===== config.mk =====
export PLATFORM = sky130hd
export DESIGN_NAME = rsqrt_est
export DESIGN_NICKNAME = d
export VERILOG_FILES = /design/src/rtl/rsqrt_pkg.sv /design/src/rtl/rsqrt_coef_rom.sv /design/src/rtl/rsqrt_ctrl.sv /design/src/rtl/rsqrt_dp.sv /design/src/rtl/rsqrt_est.sv
export SDC_FILE = /design/constraint.sdc
export NUM_CORES = 1
export LEC_CHECK = 0
export CORE_MARGIN = 2
export CORE_UTILIZATION = 57
export CTS_CLUSTER_DIAMETER = 80
export DETAILED_ROUTE_END_ITERATION = 6
export PLACE_DENSITY = 0.89
export SLEW_MARGIN = 20
export SYNTH_ARGS = -nofsm -noshare
export SYNTH_HDL_FRONTEND = slang
export SYNTH_SLANG_ARGS = --single-unit
export TNS_END_PERCENT = 5

===== constraint.sdc =====
create_clock -name clk -period 7.5 [get_ports clk]
set_clock_uncertainty 0.05 [all_clocks]
set_input_delay 1.125 -clock clk [delete_from_list [all_inputs] [get_ports clk]]
set_output_delay 1.125 -clock clk [all_outputs]
set_load 0.05 [all_outputs]

===== src/rtl/rsqrt_pkg.sv =====
`timescale 1ns/1ps
package rsqrt_pkg;
  localparam int FP_W      = 32;
  localparam int EXP_W     = 8;
  localparam int FRAC_W    = 23;
  localparam int BIAS      = 127;
  localparam int SEG_BITS  = 5;
  localparam int NSEG      = 1 << SEG_BITS;
  localparam int TRUNC_W   = 8;
  localparam int XFRAC_W   = FRAC_W - TRUNC_W;
  localparam int DELTA_W   = XFRAC_W - SEG_BITS;
  localparam int C_W       = 19;
  localparam int D_W       = 11;
  localparam int ICPT_SH   = 7;
  localparam int ACC_ONE   = C_W + ICPT_SH;
  localparam int ACC_W     = ACC_ONE + 4;
  localparam int KEEP_W    = 16;
  localparam int E_W       = EXP_W + 2;
  localparam int N_W       = EXP_W;
  localparam int LOG_FRAC  = $clog2(FRAC_W + 1);

  localparam logic [EXP_W-1:0] EXP_ALL1    = '1;
  localparam logic [FP_W-1:0]  QUIET_BIT   = 32'h0040_0000;
  localparam logic [FP_W-1:0]  DEFAULT_NAN = 32'hFFC0_0000;
  localparam logic [FP_W-1:0]  ONE_BITS    = 32'h3F80_0000;

  typedef struct packed {
    logic s1En;
    logic s2En;
    logic s3En;
  } stage_strobe_t;

  typedef struct packed {
    logic [C_W-1:0] icpt;
    logic [D_W-1:0] slope;
  } coef_t;

  function automatic logic [63:0] isqrtFloor(input logic [63:0] v);
    logic [63:0] res;
    logic [63:0] trial;
    res = '0;
    for (int b = 31; b >= 0; b--) begin
      trial = res | (64'd1 << b);
      if (trial * trial <= v) res = trial;
    end
    return res;
  endfunction

  function automatic logic [63:0] segMid(input int seg);
    return 64'((1 << (SEG_BITS + 1)) + 2 * seg + 1);
  endfunction

  function automatic logic [C_W-1:0] coefIcpt(input int seg, input bit hiRange);
    logic [63:0] num;
    num = hiRange ? (64'd1 << (2 * C_W + SEG_BITS)) : (64'd1 << (2 * C_W + SEG_BITS + 1));
    return C_W'(isqrtFloor(num / segMid(seg)));
  endfunction

  function automatic logic [D_W-1:0] coefSlope(input int seg, input bit hiRange);
    logic [63:0] num;
    logic [63:0] cube;
    cube = segMid(seg) * segMid(seg) * segMid(seg);
    num  = hiRange ? (64'd1 << (2 * D_W + 3 * SEG_BITS))
                   : (64'd1 << (2 * (D_W - 1) + 3 * (SEG_BITS + 1)));
    return D_W'(isqrtFloor(num / cube));
  endfunction
endpackage


===== src/rtl/rsqrt_coef_rom.sv =====
`timescale 1ns/1ps
module rsqrt_coef_rom
  import rsqrt_pkg::*;
#(
  parameter int SEGS_LOG = SEG_BITS
) (
  input  logic [SEGS_LOG-1:0] seg,
  input  logic                hiRange,
  output coef_t               coef
);
  localparam int WORDS = 2 << SEGS_LOG;

  coef_t romArr [WORDS];

  // word address = {segment, range}: both ranges of one segment sit side by side
  for (genvar g = 0; g < WORDS; g++) begin : gen_word
    localparam coef_t WORD = '{icpt:  coefIcpt(g / 2, (g % 2) == 1),
                               slope: coefSlope(g / 2, (g % 2) == 1)};
    assign romArr[g] = WORD;
  end

  assign coef = romArr[{seg, hiRange}];
endmodule


===== src/rtl/rsqrt_ctrl.sv =====
`timescale 1ns/1ps
module rsqrt_ctrl
  import rsqrt_pkg::*;
(
  input  logic          clk,
  input  logic          rst,
  input  logic          inValid,
  output logic          inReady,
  output logic          outValid,
  output stage_strobe_t strobe
);
  logic v1Q;
  logic v2Q;
  logic v3Q;
  logic take;

  assign take = inValid && inReady;

  always_ff @(posedge clk) begin
    if (rst) begin
      inReady <= 1'b0;
      v1Q     <= 1'b0;
      v2Q     <= 1'b0;
      v3Q     <= 1'b0;
    end else begin
      inReady <= 1'b1;
      v1Q     <= take;
      v2Q     <= v1Q;
      v3Q     <= v2Q;
    end
  end

  assign strobe.s1En = take;
  assign strobe.s2En = v1Q;
  assign strobe.s3En = v2Q;
  assign outValid    = v3Q;
endmodule


===== src/rtl/rsqrt_dp.sv =====
`timescale 1ns/1ps
module rsqrt_dp
  import rsqrt_pkg::*;
(
  input  logic            clk,
  input  stage_strobe_t   strobe,
  input  logic            dazMode,
  input  logic [FP_W-1:0] inData,
  output logic [FP_W-1:0] outData
);
  // ---------------- stage 1: classify, flush, renormalise ----------------
  logic                     sgn;
  logic [EXP_W-1:0]         ex;
  logic [FRAC_W-1:0]        fr;
  logic [LOG_FRAC-1:0]      msb;
  logic [LOG_FRAC-1:0]      shAmt;
  logic [FRAC_W-1:0]        normFrac;
  logic signed [E_W-1:0]    unbE;
  logic signed [E_W-1:0]    halfE;
  logic                     specHit;
  logic [FP_W-1:0]          specVal;

  always_comb begin
    sgn = inData[FP_W-1];
    ex  = inData[FP_W-2 -: EXP_W];
    fr  = inData[FRAC_W-1:0];
    if (dazMode && ex == '0) fr = '0;
    msb = '0;
    for (int k = 0; k < FRAC_W; k++) begin
      if (fr[k]) msb = LOG_FRAC'(k);
    end
    shAmt    = LOG_FRAC'(FRAC_W) - msb;
    specHit  = 1'b1;
    specVal  = '0;
    normFrac = fr;
    unbE     = '0;
    if (ex == EXP_ALL1 && fr != '0) begin
      specVal = inData | QUIET_BIT;
    end else if (sgn && (ex != '0 || fr != '0)) begin
      specVal = DEFAULT_NAN;
    end else if (ex == EXP_ALL1) begin
      specVal = '0;
    end else if (ex == '0 && fr == '0) begin
      specVal = {sgn, EXP_ALL1, {FRAC_W{1'b0}}};
    end else if (inData == ONE_BITS) begin
      specVal = ONE_BITS;
    end else begin
      specHit = 1'b0;
      if (ex == '0) begin
        normFrac = fr << shAmt;
        unbE     = $signed(E_W'(msb)) - $signed(E_W'(BIAS - 1 + FRAC_W));
      end else begin
        unbE     = $signed(E_W'(ex)) - $signed(E_W'(BIAS));
      end
    end
    halfE = unbE >>> 1;
  end

  logic                     s1Spec;
  logic [FP_W-1:0]          s1SpecVal;
  logic                     s1Hi;
  logic [XFRAC_W-1:0]       s1XFrac;
  logic signed [N_W-1:0]    s1N;

  always_ff @(posedge clk) begin
    if (strobe.s1En) begin
      s1Spec    <= specHit;
      s1SpecVal <= specVal;
      s1Hi      <= unbE[0];
      s1XFrac   <= normFrac[FRAC_W-1 -: XFRAC_W];
      s1N       <= N_W'(halfE);
    end
  end

  // ---------------- stage 2: table lookup and linear evaluation ----------------
  coef_t                    coef;
  logic signed [DELTA_W-1:0] deltaS;
  logic signed [ACC_W-1:0]  icptExt;
  logic signed [ACC_W-1:0]  slopeExt;
  logic signed [ACC_W-1:0]  deltaExt;
  logic signed [ACC_W-1:0]  accNext;

  rsqrt_coef_rom #(.SEGS_LOG(SEG_BITS)) u_rom (
    .seg     (s1XFrac[XFRAC_W-1 -: SEG_BITS]),
    .hiRange (s1Hi),
    .coef    (coef)
  );

  // offset from segment midpoint: low bits minus half a segment
  assign deltaS   = $signed({~s1XFrac[DELTA_W-1], s1XFrac[DELTA_W-2:0]});
  assign icptExt  = $signed(ACC_W'({coef.icpt, {ICPT_SH{1'b0}}}));
  assign slopeExt = $signed(ACC_W'(coef.slope));
  assign deltaExt = ACC_W'(deltaS);
  assign accNext  = icptExt - slopeExt * deltaExt;

  logic                     s2Spec;
  logic [FP_W-1:0]          s2SpecVal;
  logic signed [N_W-1:0]    s2N;
  logic signed [ACC_W-1:0]  s2Acc;

  always_ff @(posedge clk) begin
    if (strobe.s2En) begin
      s2Spec    <= s1Spec;
      s2SpecVal <= s1SpecVal;
      s2N       <= s1N;
      s2Acc     <= accNext;
    end
  end

  // ---------------- stage 3: normalise, truncate, rescale ----------------
  logic signed [E_W-1:0]    eRes;
  logic [KEEP_W-1:0]        keepFrac;
  logic signed [E_W-1:0]    biasedExp;
  logic [FP_W-1:0]          coreRes;

  always_comb begin
    if (s2Acc[ACC_ONE]) begin
      eRes     = '0;
      keepFrac = s2Acc[ACC_ONE-1 -: KEEP_W];
    end else if (s2Acc[ACC_ONE-1]) begin
      eRes     = -E_W'(1);
      keepFrac = s2Acc[ACC_ONE-2 -: KEEP_W];
    end else begin
      eRes     = -E_W'(2);
      keepFrac = s2Acc[ACC_ONE-3 -: KEEP_W];
    end
    biasedExp = $signed(E_W'(BIAS)) + eRes - E_W'(s2N);
    coreRes   = {1'b0, biasedExp[EXP_W-1:0], keepFrac, {(FRAC_W-KEEP_W){1'b0}}};
  end

  always_ff @(posedge clk) begin
    if (strobe.s3En) begin
      outData <= s2Spec ? s2SpecVal : coreRes;
    end
  end
endmodule


===== src/rtl/rsqrt_est.sv =====
`timescale 1ns/1ps
module rsqrt_est
  import rsqrt_pkg::*;
(
  input  logic        clk,
  input  logic        rst,
  input  logic        inValid,
  output logic        inReady,
  input  logic [31:0] inData,
  input  logic        dazMode,
  output logic        outValid,
  output logic [31:0] outData
);
  stage_strobe_t strobe;

  rsqrt_ctrl u_ctrl (
    .clk      (clk),
    .rst      (rst),
    .inValid  (inValid),
    .inReady  (inReady),
    .outValid (outValid),
    .strobe   (strobe)
  );

  rsqrt_dp u_dp (
    .clk     (clk),
    .strobe  (strobe),
    .dazMode (dazMode),
    .inData  (inData),
    .outData (outData)
  );
endmodule


==> results.ini <==
[outcome]
status = finished clean

[floorplan]
fp-row-count = 58
die_area_sq_um = 26500
dieHeight_microns = 163
die_x_microns = 163
ios = 70
start_util_pct = 57.6
core_sq_um = 25000

[yosys]
synth_commonest_cells = 156 x nand2_1, 149 x edfxtp_1, 148 x inv_1
synth.distinct_cells = 83
synth_area_sq_um = 14400
yosys.area.top_type = edfxtp_1
yosysTopAreaCellShare_pct = 31.1
syn_area_per_cell_sq_um = 9.19
ys.flop_type = edfxtp_1
ys_seq_area_share_pct = 31.7
synth_edf_count = 149
syn-num-nets = 1803
yosysWarningCount = 0
synthArstFlopShare_pct = 0
ys_top_cells_by_area = edfxtp_1 31%, ha_1 11%, fa_1 11%
synth_cells = 1565
synth_most_common_cell = nand2_1
ys_ff_latch = 153

[power]
p_int_w = 0.00258
power_density_nw_per_um2 = 272
seqPwrFrac_pct = 26.4
combinationalPowerShare_pct = 54.6
peakVddDrop_v = 0.000301
p_leak_nw = 6.85
pwr-share-clk_pct = 19.0
power.total_w = 0.00442
switching_power_w = 0.00184
netSwitchingFraction_pct = 41.6

[clock_tree]
ctsHoldBuffers = 0
clk_pin_slew_ns = 0.07
clk_path_buf_depth = 2
cts_buffers = 17
cts_tree = done
clock-sinks = 153
insertion_delay_ns = 0.44
cts_root_buffer = clkbuf_16
htreeDepth = 4

[critical_path]
cpPeakStageDelay_ns = 0.63
critPathBufInv = 3
cpMostUsedCell = fa_1
path_cells = inv_1, buf_4, ha_1, nor2_1, a211oi_1, a21oi_1, mux4_2, and2_1, fa_1, ha_1, fa_1, fa_1, fa_1, inv_1, ha_1, o21a_1, o211ai_1, o221a_2, o31ai_1, o21a_1, a221o_1, a21oi_2, o21bai_1, xor2_1
worst-setup-path-type = flip-flop to flip-flop
worst_setup_path_end_kind = flip-flop
cpMaxStageDelayCell = mux4_2
worstPathArrival_ns = 7.43
crit_family = adder cells
cp_max_fo = 11
cp_data_required_time_ns = 7.63
startpoint_type = flip-flop

[placement]
gp_congestion = 1.04
dpl.hpwl_microns = 32400
placed_cells = 1925
place_ws_ns = -0.0451
port_buffers = 69

[sta]
hold_violations = 0
finalWorstSetupSlack_ns = 0.204
whs_ns = 0.369
slew_headroom_pct = 25.2
fin_crit_sh_pct = 97.3
setup-tns-final_ns = 0
tightestPinTransition_ns = 1.11
fin_crit_ns = 7.30
maxClockFrequency_mhz = 137
setup_viol = 0
maxSlewViolCount = 0

[final_layout]
final_cells = 1962
drive_gt1_share_pct = 8.83
finalNetCount = 1856
area_growth_pct = 12.7

[routing]
wire_per_inst_microns = 22.5
drcViolationCount = 0
first_pass_iters = 7
vias = 12674
drtAntennaViolNets = 0
drtIter0Drc = 1913
via_per_inst = 6.46
wl_microns = 44200

[min_path]
hold_class = flip-flop to flip-flop

[global_routing]
track_usage_pct = 33.8
antenna_found_initial = 0
grt_max_degree = 66
grt_pass1_vias = 12210
grt-ovfl-total = 0
grt_first_pass_wirelength_microns = 68400

[job]
cap_violations = 0

[power groups by stage]
stage / Combinational (W) / Sequential (W) / Clock [W]
2_1_floorplan: 0.00163 / 0.00118 / 0
3_3_place_gp: 0.00207 / 0.00117 / 0
3_5_place_dp: 0.00224 / 0.00118 / 0
4_1_cts: 0.00231 / 0.00116 / 0.000843
5_1_grt: 0.00262 / 0.00117 / 0.000881
6_report: 0.00241 / 0.00117 / 0.000840
[worst paths after layout]
path,startpoint,slack [ns],to,depth (start not counted)
worst min-delay path,u_dp.s1SpecVal[14]$_SDFFCE_PN0P_,0.37,u_dp.s2SpecVal[14]$_DFFE_PP_,0
worst max-delay path,u_dp.s1XFrac[10]$_DFFE_PP_,0.20,u_dp.s2Acc[22]$_DFFE_PP_,24
worst min register to register,u_dp.s1SpecVal[14]$_SDFFCE_PN0P_,0.37,u_dp.s2SpecVal[14]$_DFFE_PP_,0
worst max register to register,u_dp.s1XFrac[10]$_DFFE_PP_,0.20,u_dp.s2Acc[22]$_DFFE_PP_,24
[state kept, by name, summed over array words and instances (netlist names)]
name	count
u_ctrl.outValid	1
u_dp.s1SpecVal	32
u_dp.s1N	8
u_dp.s2Acc	19
u_dp.s1Hi	1
u_ctrl.v2Q	1
u_dp.outData	32
u_dp.s2Spec	1
u_dp.s1Spec	1
u_dp.s2SpecVal	32
u_dp.s2N	8
u_ctrl.v1Q	1
u_dp.s1XFrac	15
u_ctrl.inReady	1
[worst register-to-register path: stages, from the launching register on]
cell	delay [ns]
edfxtp_1	0.41
inv_1	0.12
buf_4	0.19
ha_1	0.36
nor2_1	0.16
a211oi_1	0.32
a21oi_1	0.08
mux4_2	0.63
and2_1	0.25
fa_1	0.44
ha_1	0.25
fa_1	0.48
fa_1	0.53
fa_1	0.51
inv_1	0.05
ha_1	0.26
o21a_1	0.11
o211ai_1	0.27
o221a_2	0.26
o31ai_1	0.19
o21a_1	0.29
a221o_1	0.37
a21oi_2	0.20
o21bai_1	0.11
xor2_1	0.16
[final cells by class]
class / instances / area (sq um)
Timing Repair Buffer: 131 / 1190
Fill cell: 1847 / 8760
Clock inverter: 13 / 133
Inverter: 152 / 574
Sequential cell: 153 / 4560
Clock buffer: 19 / 433
Tap cell: 330 / 413
Antenna cell: 1 / 2.50
Multi-Input combinational cell: 1163 / 8900
[routing by layer]
layer	up-vias	wire (microns)	track usage [%]
li1	5603	-	-
met3	164	4430	6.32
met2	845	20800	54.9
met4	0	1710	12.3
met5	-	0	0
met1	6062	17300	45.4
[stage by stage]
stage | utilization (%) | area, sq um
CTS | 64.6 | 16100
finish | 64.9 | 16200
global route | 64.9 | 16200
floorplan | - | 14400
global placement | 62.3 | 15600
detailed placement | 62.3 | 15600
[placed cells by master (no fill, tap or decap), types with 8 or more instances in the layout]
cell type / count
and3_1: 16
a21o_1: 20
fa_1: 76
nor2b_1: 36
o311ai_0: 8
nand3_1: 34
and2_1: 59
xnor2_1: 19
clkbuf_16: 17
a31oi_1: 11
xor2_1: 11
ha_1: 122
nor4_1: 8
a21oi_1: 89
o211ai_1: 22
o21ai_0: 100
nand2b_1: 18
a211oi_1: 16
mux2i_1: 44
mux2_2: 10
o21bai_1: 9
buf_4: 59
edfxtp_1: 149
inv_1: 147
clkdlybuf4s50_1: 69
o31ai_1: 9
nor3_1: 28
nor2_1: 117
nand2_1: 156
[what timing repair did]
action | in CTS | in global routing
resized for setup | 1 | 14
pin swaps | 0 | 1
endpoints found under the setup margin | 1 | 6
setup buffers | 0 | 4
[cells by family (layout without fill, tap and decap cells)]
family / Yosys count / in the layout / synth area share, %
buffers and inverters: 249 / 315 / 6.76
muxes: 59 / 59 / 4.63
other: 0 / 1 / 0
AOI/OAI and AO/OA: 372 / 372 / 16.8
DFF: 153 / 153 / 31.7
adders and majority gates: 202 / 202 / 21.5
xor gates and xnor gates: 30 / 30 / 1.83
and+or+nand+nor: 500 / 500 / 16.7
Note: power is estimated with default switching activity, not from simulation.
